## src/rtl/acc_alu_pkg.sv

```systemverilog
package acc_alu_pkg;
  localparam int ALU_W   = 8;
  localparam int NIB_W   = ALU_W / 2;
  localparam int OP_W    = 4;
  localparam int PSW_W   = 8;
  localparam int CY_BIT  = 7;
  localparam int AUX_BIT = 6;
  localparam int OV_BIT  = 2;
  localparam int PAR_BIT = 0;

  typedef enum logic [OP_W-1:0] {
    OP_ADD  = 4'd0,  OP_ADDC = 4'd1,  OP_SUBB = 4'd2,  OP_AND  = 4'd3,
    OP_OR   = 4'd4,  OP_XOR  = 4'd5,  OP_CLR  = 4'd6,  OP_CPL  = 4'd7,
    OP_INC  = 4'd8,  OP_DEC  = 4'd9,  OP_RL   = 4'd10, OP_RR   = 4'd11,
    OP_RLC  = 4'd12, OP_RRC  = 4'd13, OP_SWAP = 4'd14, OP_DA   = 4'd15
  } alu_op_e;

  typedef struct packed {
    logic [ALU_W-1:0] res;
    logic [PSW_W-1:0] psw;
  } alu_word_t;
endpackage

```

## src/rtl/acc_alu_addsub.sv

```systemverilog
module acc_alu_addsub
  import acc_alu_pkg::*;
(
  input  logic [ALU_W-1:0] a,
  input  logic [ALU_W-1:0] b,
  input  logic             cin,
  input  logic             sub,
  output logic [ALU_W-1:0] res,
  output logic             cy,
  output logic             aux,
  output logic             ov
);
  // Subtraction runs through the same adder: a + ~b + ~borrow_in.
  logic [ALU_W-1:0] bx;
  logic             ci;
  logic [NIB_W:0]   nib_sum;
  logic [ALU_W-1:0] low_sum;
  logic [ALU_W:0]   full_sum;

  always_comb begin
    bx       = sub ? ~b : b;
    ci       = sub ? ~cin : cin;
    nib_sum  = {1'b0, a[NIB_W-1:0]} + {1'b0, bx[NIB_W-1:0]} + {{NIB_W{1'b0}}, ci};
    low_sum  = {1'b0, a[ALU_W-2:0]} + {1'b0, bx[ALU_W-2:0]} + {{(ALU_W-1){1'b0}}, ci};
    full_sum = {1'b0, a} + {1'b0, bx} + {{ALU_W{1'b0}}, ci};
    res      = full_sum[ALU_W-1:0];
    cy       = sub ? ~full_sum[ALU_W] : full_sum[ALU_W];
    aux      = sub ? ~nib_sum[NIB_W] : nib_sum[NIB_W];
    ov       = full_sum[ALU_W] ^ low_sum[ALU_W-1];
  end
endmodule

```

## src/rtl/acc_alu_bitops.sv

```systemverilog
module acc_alu_bitops
  import acc_alu_pkg::*;
(
  input  alu_op_e          op,
  input  logic [ALU_W-1:0] a,
  input  logic [ALU_W-1:0] b,
  input  logic             cy_in,
  output logic [ALU_W-1:0] res,
  output logic             cy_out
);
  always_comb begin
    res    = a;
    cy_out = cy_in;
    unique case (op)
      OP_AND:  res = a & b;
      OP_OR:   res = a | b;
      OP_XOR:  res = a ^ b;
      OP_CLR:  res = '0;
      OP_CPL:  res = ~a;
      OP_INC:  res = a + ALU_W'(1);
      OP_DEC:  res = a - ALU_W'(1);
      OP_RL:   res = {a[ALU_W-2:0], a[ALU_W-1]};
      OP_RR:   res = {a[0], a[ALU_W-1:1]};
      OP_RLC: begin
        res    = {a[ALU_W-2:0], cy_in};
        cy_out = a[ALU_W-1];
      end
      OP_RRC: begin
        res    = {cy_in, a[ALU_W-1:1]};
        cy_out = a[0];
      end
      OP_SWAP: res = {a[NIB_W-1:0], a[ALU_W-1:NIB_W]};
      default: res = a;
    endcase
  end
endmodule

```

## src/rtl/acc_alu_decadj.sv

```systemverilog
module acc_alu_decadj
  import acc_alu_pkg::*;
(
  input  logic [ALU_W-1:0] a,
  input  logic             cy_in,
  input  logic             aux_in,
  output logic [ALU_W-1:0] res,
  output logic             cy_out
);
  localparam logic [NIB_W-1:0] DIGIT_MAX = NIB_W'(9);
  localparam logic [ALU_W:0]   LO_FIX    = (ALU_W+1)'(6);
  localparam logic [ALU_W:0]   HI_FIX    = (ALU_W+1)'(6) << NIB_W;

  logic [ALU_W:0] step1;
  logic [ALU_W:0] step2;
  logic           lo_adj;
  logic           hi_adj;
  logic           cy_mid;

  always_comb begin
    lo_adj = (a[NIB_W-1:0] > DIGIT_MAX) | aux_in;
    step1  = {1'b0, a} + (lo_adj ? LO_FIX : '0);
    cy_mid = cy_in | step1[ALU_W];
    hi_adj = (step1[ALU_W-1:NIB_W] > DIGIT_MAX) | cy_mid;
    step2  = {1'b0, step1[ALU_W-1:0]} + (hi_adj ? HI_FIX : '0);
    res    = step2[ALU_W-1:0];
    cy_out = cy_mid | step2[ALU_W];
  end
endmodule

```

## src/rtl/acc_alu.sv

```systemverilog
module acc_alu
  import acc_alu_pkg::*;
(
  input  logic             clk,
  input  logic             rst_n,
  input  logic             in_valid,
  output logic             in_ready,
  input  logic [OP_W-1:0]  in_op,
  input  logic [ALU_W-1:0] in_acc,
  input  logic [ALU_W-1:0] in_opnd,
  input  logic [PSW_W-1:0] in_psw,
  output logic             out_valid,
  input  logic             out_ready,
  output logic [ALU_W-1:0] out_res,
  output logic [PSW_W-1:0] out_psw
);
  alu_op_e          op;
  logic             cy_in, aux_in;
  logic [ALU_W-1:0] as_res, bo_res, da_res;
  logic             as_cy, as_aux, as_ov, bo_cy, da_cy;
  logic             is_sub;
  alu_word_t        nxt, held;
  logic             take_in;

  assign op     = alu_op_e'(in_op);
  assign cy_in  = in_psw[CY_BIT];
  assign aux_in = in_psw[AUX_BIT];
  assign is_sub = (op == OP_SUBB);

  acc_alu_addsub u_addsub (
    .a   (in_acc),
    .b   (in_opnd),
    .cin ((op == OP_ADD) ? 1'b0 : cy_in),
    .sub (is_sub),
    .res (as_res),
    .cy  (as_cy),
    .aux (as_aux),
    .ov  (as_ov)
  );

  acc_alu_bitops u_bitops (
    .op     (op),
    .a      (in_acc),
    .b      (in_opnd),
    .cy_in  (cy_in),
    .res    (bo_res),
    .cy_out (bo_cy)
  );

  acc_alu_decadj u_decadj (
    .a      (in_acc),
    .cy_in  (cy_in),
    .aux_in (aux_in),
    .res    (da_res),
    .cy_out (da_cy)
  );

  always_comb begin
    nxt.psw = in_psw;
    unique case (op)
      OP_ADD, OP_ADDC, OP_SUBB: begin
        nxt.res              = as_res;
        nxt.psw[CY_BIT]      = as_cy;
        nxt.psw[AUX_BIT]     = as_aux;
        nxt.psw[OV_BIT]      = as_ov;
      end
      OP_DA: begin
        nxt.res              = da_res;
        nxt.psw[CY_BIT]      = da_cy;
      end
      default: begin
        nxt.res              = bo_res;
        nxt.psw[CY_BIT]      = bo_cy;
      end
    endcase
    nxt.psw[PAR_BIT] = ^nxt.res;
  end

  assign in_ready = ~out_valid | out_ready;
  assign take_in  = in_valid & in_ready;

  always_ff @(posedge clk or negedge rst_n) begin
    if (!rst_n) begin
      out_valid <= 1'b0;
      held      <= '0;
    end else begin
      if (take_in) begin
        out_valid <= 1'b1;
        held      <= nxt;
      end else if (out_ready) begin
        out_valid <= 1'b0;
      end
    end
  end

  assign out_res = held.res;
  assign out_psw = held.psw;
endmodule

```

## config.mk

```make
export PLATFORM = sky130hd
export DESIGN_NAME = acc_alu
export DESIGN_NICKNAME = d
export VERILOG_FILES = /design/src/rtl/acc_alu_pkg.sv /design/src/rtl/acc_alu_addsub.sv /design/src/rtl/acc_alu_bitops.sv /design/src/rtl/acc_alu_decadj.sv /design/src/rtl/acc_alu.sv
export SDC_FILE = /design/constraint.sdc
export NUM_CORES = 1
export LEC_CHECK = 0
export BUFFER_PORTS_ARGS = -buffer_cell sky130_fd_sc_hd__buf_2
export CAP_MARGIN = 20
export CORE_MARGIN = 2
export CORE_UTILIZATION = 40
export CTS_BUF_LIST = sky130_fd_sc_hd__clkbuf_8
export CTS_CLUSTER_SIZE = 30
export DETAILED_ROUTE_END_ITERATION = 7
export SYNTH_ARGS = -nofsm -noshare
export SYNTH_HDL_FRONTEND = slang
export SYNTH_SLANG_ARGS = --single-unit
```

## constraint.sdc

```tcl
create_clock -name clk -period 1.49 [get_ports clk]
set_input_delay 0.3725 -clock clk [delete_from_list [all_inputs] [get_ports clk]]
set_output_delay 0.3725 -clock clk [all_outputs]
set_load 0.03 [all_outputs]
```

[Word level (Yosys, flattened, before mapping)]
Index checks and enable logic that the tools add are counted.
Operators by class
  order comparisons: 2
  bitwise operators: 16
  multiplexer cells: 14
  add/subtract/negate cells: 10
  equal/unequal tests: 15
  reduce and logical (&&, ||, !) cells: 4
Operator list (number)
  case mux 8 bit (12 select lines): 1
  == test 4 bit, second input constant: 8
  adder 8 x 9 -> 9 bit: 2
  case mux 9 bit (2 select lines): 1
  == test 4 x 3 -> 1 bit, second input constant: 4
  inverter 8 bit: 2
  adder 8 x 8 -> 9 bit: 1
  adder 9 x 1 -> 9 bit: 1
  adder 7 x 7 -> 8 bit: 1
  adder 8 x 1 -> 8 bit: 1
  adder 8 x 1 -> 8 bit, second input constant: 1
  bitwise AND 8 bit: 1
  == test 4 x 2 -> 1 bit, second input constant: 2
  > comparator 4 bit, second input constant: 2
  two-way mux 1 bit: 8
  two-way mux 8 bit: 1
  bitwise OR 8 bit: 1
  parity 8 bit: 1
  subtractor 8 x 1 -> 8 bit, second input constant: 1
  bitwise XOR 8 bit: 1
  two-way mux 7 bit: 1
  adder 4 x 4 -> 5 bit: 1
  adder 5 x 1 -> 5 bit: 1
  bitwise OR 1 bit: 5
  9 further kinds: 12
Storage, ports and cells
  output and inout port bits: 18
  logic and storage cells: 64
  input bits: 32
  flip-flop bits (word level): 17

[Depth between registers and ports, before layout]
  depth after elaboration: 11
  mapped depth: 18
  gate-level depth less buffers: 18

[Hierarchy]
From an unflattened synthesis, not the netlist that was laid out.
Unflattened totals
  cell total of the unflattened synthesis: 411
  area, all modules: 3144.3 um^2
Modules (own cells, without submodules)
  acc_alu_bitops: cells an instance 217, times used 1, seq. area each 0.0 um^2, area an instance 1381.3 um^2
  acc_alu: cells an instance 101, times used 1, seq. area each 425.4 um^2, area an instance 1004.7 um^2
  acc_alu_addsub: cells an instance 60, times used 1, seq. area each 0.0 um^2, area an instance 489.2 um^2
  acc_alu_decadj: cells an instance 33, times used 1, seq. area each 0.0 um^2, area an instance 269.0 um^2

[Worst setup path before layout]
Ideal clock, no wire load.
  path type: in2reg
  start: in in_op[1]
  end: reg held, in the netlist out_psw[7]
  buffers on the path: 3
  data required time: 1362 ps
  data arrival time: 4130 ps
  cell stages on the path: 17
  path slack: -2768 ps
  cell sequence: buf_2 > buf_2 > buf_1 > nand2_1 > nor2_1 > xnor2_1 > fa_1 > fa_1 > a21o_1 > a21o_1 > a21o_1 > a21o_1 > a21o_1 > a21oi_1 > mux2i_1 > a221oi_1 > o21ai_1
Between the ends
  cells in the longest elaborated chain, start to end: 8
  elaborated cells between the ends (all ways): 17
  those cells by class: add/sub (2); eq/ne (5); mux (6); bitwise (2); reduce/logical (2)
Ends and longest elaborated chain
  from (decl): line acc_alu.sv:8  | input logic [OP_W-1:0] in_op,
  parallel branches: the longest is 7 deep, another holds adder 8 x 8 -> 9 bit
  case mux 9 bit (2 select lines) *: line acc_alu.sv:60  | unique case (op)
  to (signal assigned): line acc_alu.sv:89  | held <= nxt;
  to (decl): line acc_alu.sv:22  | alu_word_t nxt, held;
Mark *: on every way between the ends.
A chain may end at the register's enable or synchronous reset.

[Worst setup path in the final report]
  start: in in_acc[2]
  end: reg held, in the netlist out_psw[0]
Between the ends
  cells in the longest elaborated chain, start to end: 10
  elaborated cells between the ends (all ways): 20
  those cells by class: add/sub (6); order compare (2); mux (4); bitwise (7); reduce/logical (1)
Ends and longest elaborated chain
  from (decl): line acc_alu.sv:9  | input logic [ALU_W-1:0] in_acc,
  > comparator 4 bit: line acc_alu_decadj.sv:21  | lo_adj = (a[NIB_W-1:0] > DIGIT_MAX) | aux_in;
  bitwise OR 1 bit: line acc_alu_decadj.sv:21
  two-way mux 3 bit: line acc_alu_decadj.sv:22  | step1 = {1'b0, a} + (lo_adj ? LO_FIX : '0);
  adder 8 x 9 -> 9 bit: line acc_alu_decadj.sv:22
  > comparator 4 bit / bitwise OR 1 bit (equally long branches): line acc_alu_decadj.sv:24, acc_alu_decadj.sv:23
  bitwise OR 1 bit: line acc_alu_decadj.sv:24  | hi_adj = (step1[ALU_W-1:NIB_W] > DIGIT_MAX) | cy_mid;
  two-way mux 7 bit: line acc_alu_decadj.sv:25  | step2 = {1'b0, step1[ALU_W-1:0]} + (hi_adj ? HI_FIX : '0);
  adder 8 x 9 -> 9 bit: line acc_alu_decadj.sv:25
  case mux 9 bit (2 select lines) *: line acc_alu.sv:60
  parity 8 bit *: line acc_alu.sv:76  | nxt.psw[PAR_BIT] = ^nxt.res;
Every way passes the cells marked *; elsewhere a longest branch is shown, timed or not.

==> results summary <==
Detailed routing inserted a total of 3,311 vias. The final cycle utilization of the critical path is 236.2%. In this run the tightest slew margin relative to its limit is 70.70%. The library cell with the largest summed area after synthesis is dfrtp_1. The standard cell core area came out at 0.007176 sq mm. The async set-or-reset flop fraction in the synthesized netlist is 100.0%. The first global-routing pass estimated 15.99 mm of wire. The pin count of the biggest net entering global routing is 42. In this run the cell area measured after placement is 0.004010 sq mm. The first-iteration detailed-routing DRC count is 239. From bottom edge to top edge, the die measures 89.78 um. The overall die width came out at 89.78 um. The initial antenna violation count came to 0.

After detailed routing, the number of remaining DRC violations is 0. The worst setup slack after layout came out at -2.029 ns. The overflow left after global routing is 0. The total wirelength of the detailed-routed design is 10.01 mm. The number of nets in the layout is 570. The combined area of all synthesized cells is 0.002943 sq mm. The kind of end point of the critical path is a flip-flop.

The flow ran to the end, but the final reports show violations. The total number of H-tree levels is 1. The combinational power share came out at 67.6%. The share of total power dissipated in sequential elements is 20.8%. Fill cells in the final layout number 648.

For this run, the leading register cell type out of synthesis is dfrtp_1. The number of hold buffers added after cts is 0. The final max-slew violation count is 0. The maximum count of clock buffers along a single path is 2. The die area came out at 0.008060 sq mm. The average instance area after synthesis is 8.019 sq um.

Across the run, the number of max-cap violations was 0. Setup repair after global routing could not meet its margin everywhere. The count of buffers added on input and output ports is 48. The highest achievable clock rate came out at 284.2 MHz. Setup violations remaining at the end of the flow were counted as 12. The critical path startpoint category is an input port.

The clock-pin slew of the registers on the worst-case setup and hold paths is 0.07 ns. The synthesized netlist cell count is 367. The leakage power is 0.002104 uW. The net switching power is 1197 uW. The required arrival time at the worst endpoint came out at 1.63 ns. 0 antenna diodes ended up in the layout. The fraction of power spent switching nets is 41.75%. The type of the most critical hold path is in -> async. The HPWL reported at the end of detailed placement came out at 7.742 mm.

The final routed wire length divided by cell count is 16.75 um. The commonest cells after synthesis are ha_1 (33), nand2_1 (33), a21oi_1 (28), inv_1 (21), xnor2_1 (20). The post-synth net total came out at 437. The count of flip-flops with a built-in enable after synthesis is 0.

The final reports fail on negative setup slack. Across every metal layer, demand over resource in global routing totals 24.00%. The total power per unit cell area came out at 649.2 mW/mm^2.

The final-layout setup total negative slack came out at -16.59 ns. The routability-driven placement congestion ratio is 0.9136. The synthesis warning total came out at 0. The final hold violation count is 0. The part of the total power dissipated in the clock network is 11.6%. In this design, the largest share of critical-path delay is due to adder cells.

The number of buffers created by CTS is 3. The critical path goes through buf_6 > o21ai_2 > nand2b_1 > ha_2 > fa_2 > nand2_2 > nor2_4 > xnor2_2 > o21ai_2 > ha_2 > fa_1 > nand4_1 > o21ai_2 > a2111oi_2 > o211a_1 > xnor2_2 > xnor2_2 > o21bai_4 > nand3_2. The count of nets left with antenna violations after detail routing is 0. The share of cells above drive strength 1 came out at 45.49%.

The worst-margin pin slew is 0.4395 ns. The standard-cell row count came out at 31. On the worst path, the slowest cell contributes a delay of 0.41 ns. The synthesis-to-finish area growth came out at 50.04%.

In the post-synthesis netlist, the biggest area contributors are dfrtp_1 (14%), ha_1 (14%), xnor2_1 (6.0%). Clock tree synthesis selected as its root buffer the cell clkbuf_8. For this design, the slowest cell found on the critical path is fa_1.

The critical path is of the in -> reg type. The via count of the first global-routing pass was 3,276. The flip-flop and latch count after synthesis is 17.

The CTS sink count is 17. Counting both buffers and inverters, the worst setup path holds a total of 1. TritonCTS built the clock tree.

The top-level port count is 50. The total internal power is 1670 uW. The first-pass iteration count of the detailed router came out at 5. The maximum fanout along the worst path is 3. STA puts the critical path data arrival time at 3.65 ns. For the final database, setup skew stands at 0.004479 ns.

In this run the biggest area consumer among cell types represents 14.46% of the synthesized area. The worst-case IR drop observed on VDD is 0.3623 mV. The final critical-path required period came out at 3.519 ns. The number of unique standard cell types used by synthesis is 72. After detailed routing, the number of vias per cell comes to 5.537. For the worst-skew pair, the clock arrives at the later sink with an insertion delay of 0.25 ns. For this run, the register share of the synthesized area comes to 14.46%. The design area came out at 0.004415 sq mm. The initial core utilization came out at 41.01%.
-- power groups by stage --
stage | registers (uW) | logic (uW) | clock network (uW)
CTS | 597 | 1790 | 341
global route | 609 | 2080 | 359
floorplan | 778 | 904 | 0
global placement | 598 | 1670 | 0
finish | 595 | 1940 | 333
detailed placement | 606 | 1690 | 0
-- cells by family (layout without fill, tap and decap cells) --
group | after synthesis | count (layout) | share of synthesized area [%]
AO/OA/AOI/OAI | 120 | 120 | 28.74
AND/OR/NAND/NOR | 107 | 107 | 18.96
buffers and inverters | 44 | 176 | 6.803
adder cells (fa/ha/maj) | 40 | 40 | 18.11
XOR/XNOR | 26 | 26 | 8.248
flip-flops | 17 | 17 | 14.46
multiplexers | 13 | 13 | 4.677
-- sequential cells by signal, indices dropped and copies added, names as in the netlist --
register   count
out_res        8
out_valid      1
out_psw        8
-- layout by cell type, fill, tap and decap left out, drive strengths merged, types with 8 or more instances in the layout --
cell type	instances
nand2	33
xnor2	22
buf	150
nor2	19
dfrtp	17
a21o	8
a21oi	28
nor2b	9
inv	21
o21ai	24
nand2b	12
ha	33
-- final cells by class --
cell class | instances | area, sq um | area share [%]
Timing Repair Buffer | 151 | 1115 | 25.25
Multi-Input combinational cell | 306 | 2626 | 59.48
Clock buffer | 3 | 41.29 | 0.9351
Sequential cell | 17 | 425.4 | 9.634
Tap cell | 99 | 123.9 | 2.805
Clock inverter | 1 | 5.005 | 0.1133
Inverter | 21 | 78.83 | 1.785
-- worst paths after layout --
path	start	endpoint	slack (ns)	cells after the start
worst max register to register	out_valid	out_psw[0]	0.10	6
worst max-delay path	in_acc[2]	out_psw[0]	-2.03	19
worst min register to register	out_res[2]	out_res[2]	0.47	2
worst min-delay path	rst_n	out_res[4]	0.03	1
max in group asynchronous	rst_n	out_res[3]	1.19	1
min in group clk	in_valid	out_valid	0.34	2
-- what timing repair did --
item | CTS | global route
gates cloned | 0 | 1
gates resized for setup | 25 | 36
setup buffers | 5 | 6
pin swaps | 21 | 26
setup endpoints to repair | 12 | 12
-- per-layer routing --
metal | track usage, % | vias to the layer above | share of wire [%]
met5 | 0 | - | 0
met4 | 5.897 | 0 | 2.1
met3 | 1.174 | 21 | 4.7
met2 | 43.88 | 118 | 50
met1 | 31.11 | 1567 | 43
li1 | - | 1605 | -
-- stage by stage --
step / util, % / power [uW] / hold slack (ns) / cells / worst slack, ns
floorplan: - / 1683 / 0.07691 / 367 / -2.106
global placement: 55.88 / 2268 / 0.3048 / 587 / -2.239
detailed placement: 55.88 / 2296 / 0.3085 / 587 / -2.293
CTS: 58.64 / 2727 / 0.04209 / 595 / -1.931
global route: 61.53 / 3047 / 0.05715 / 598 / -2.221
finish: 61.53 / 2867 / 0.03131 / 598 / -2.029
Power figures use the tool's default switching activity.
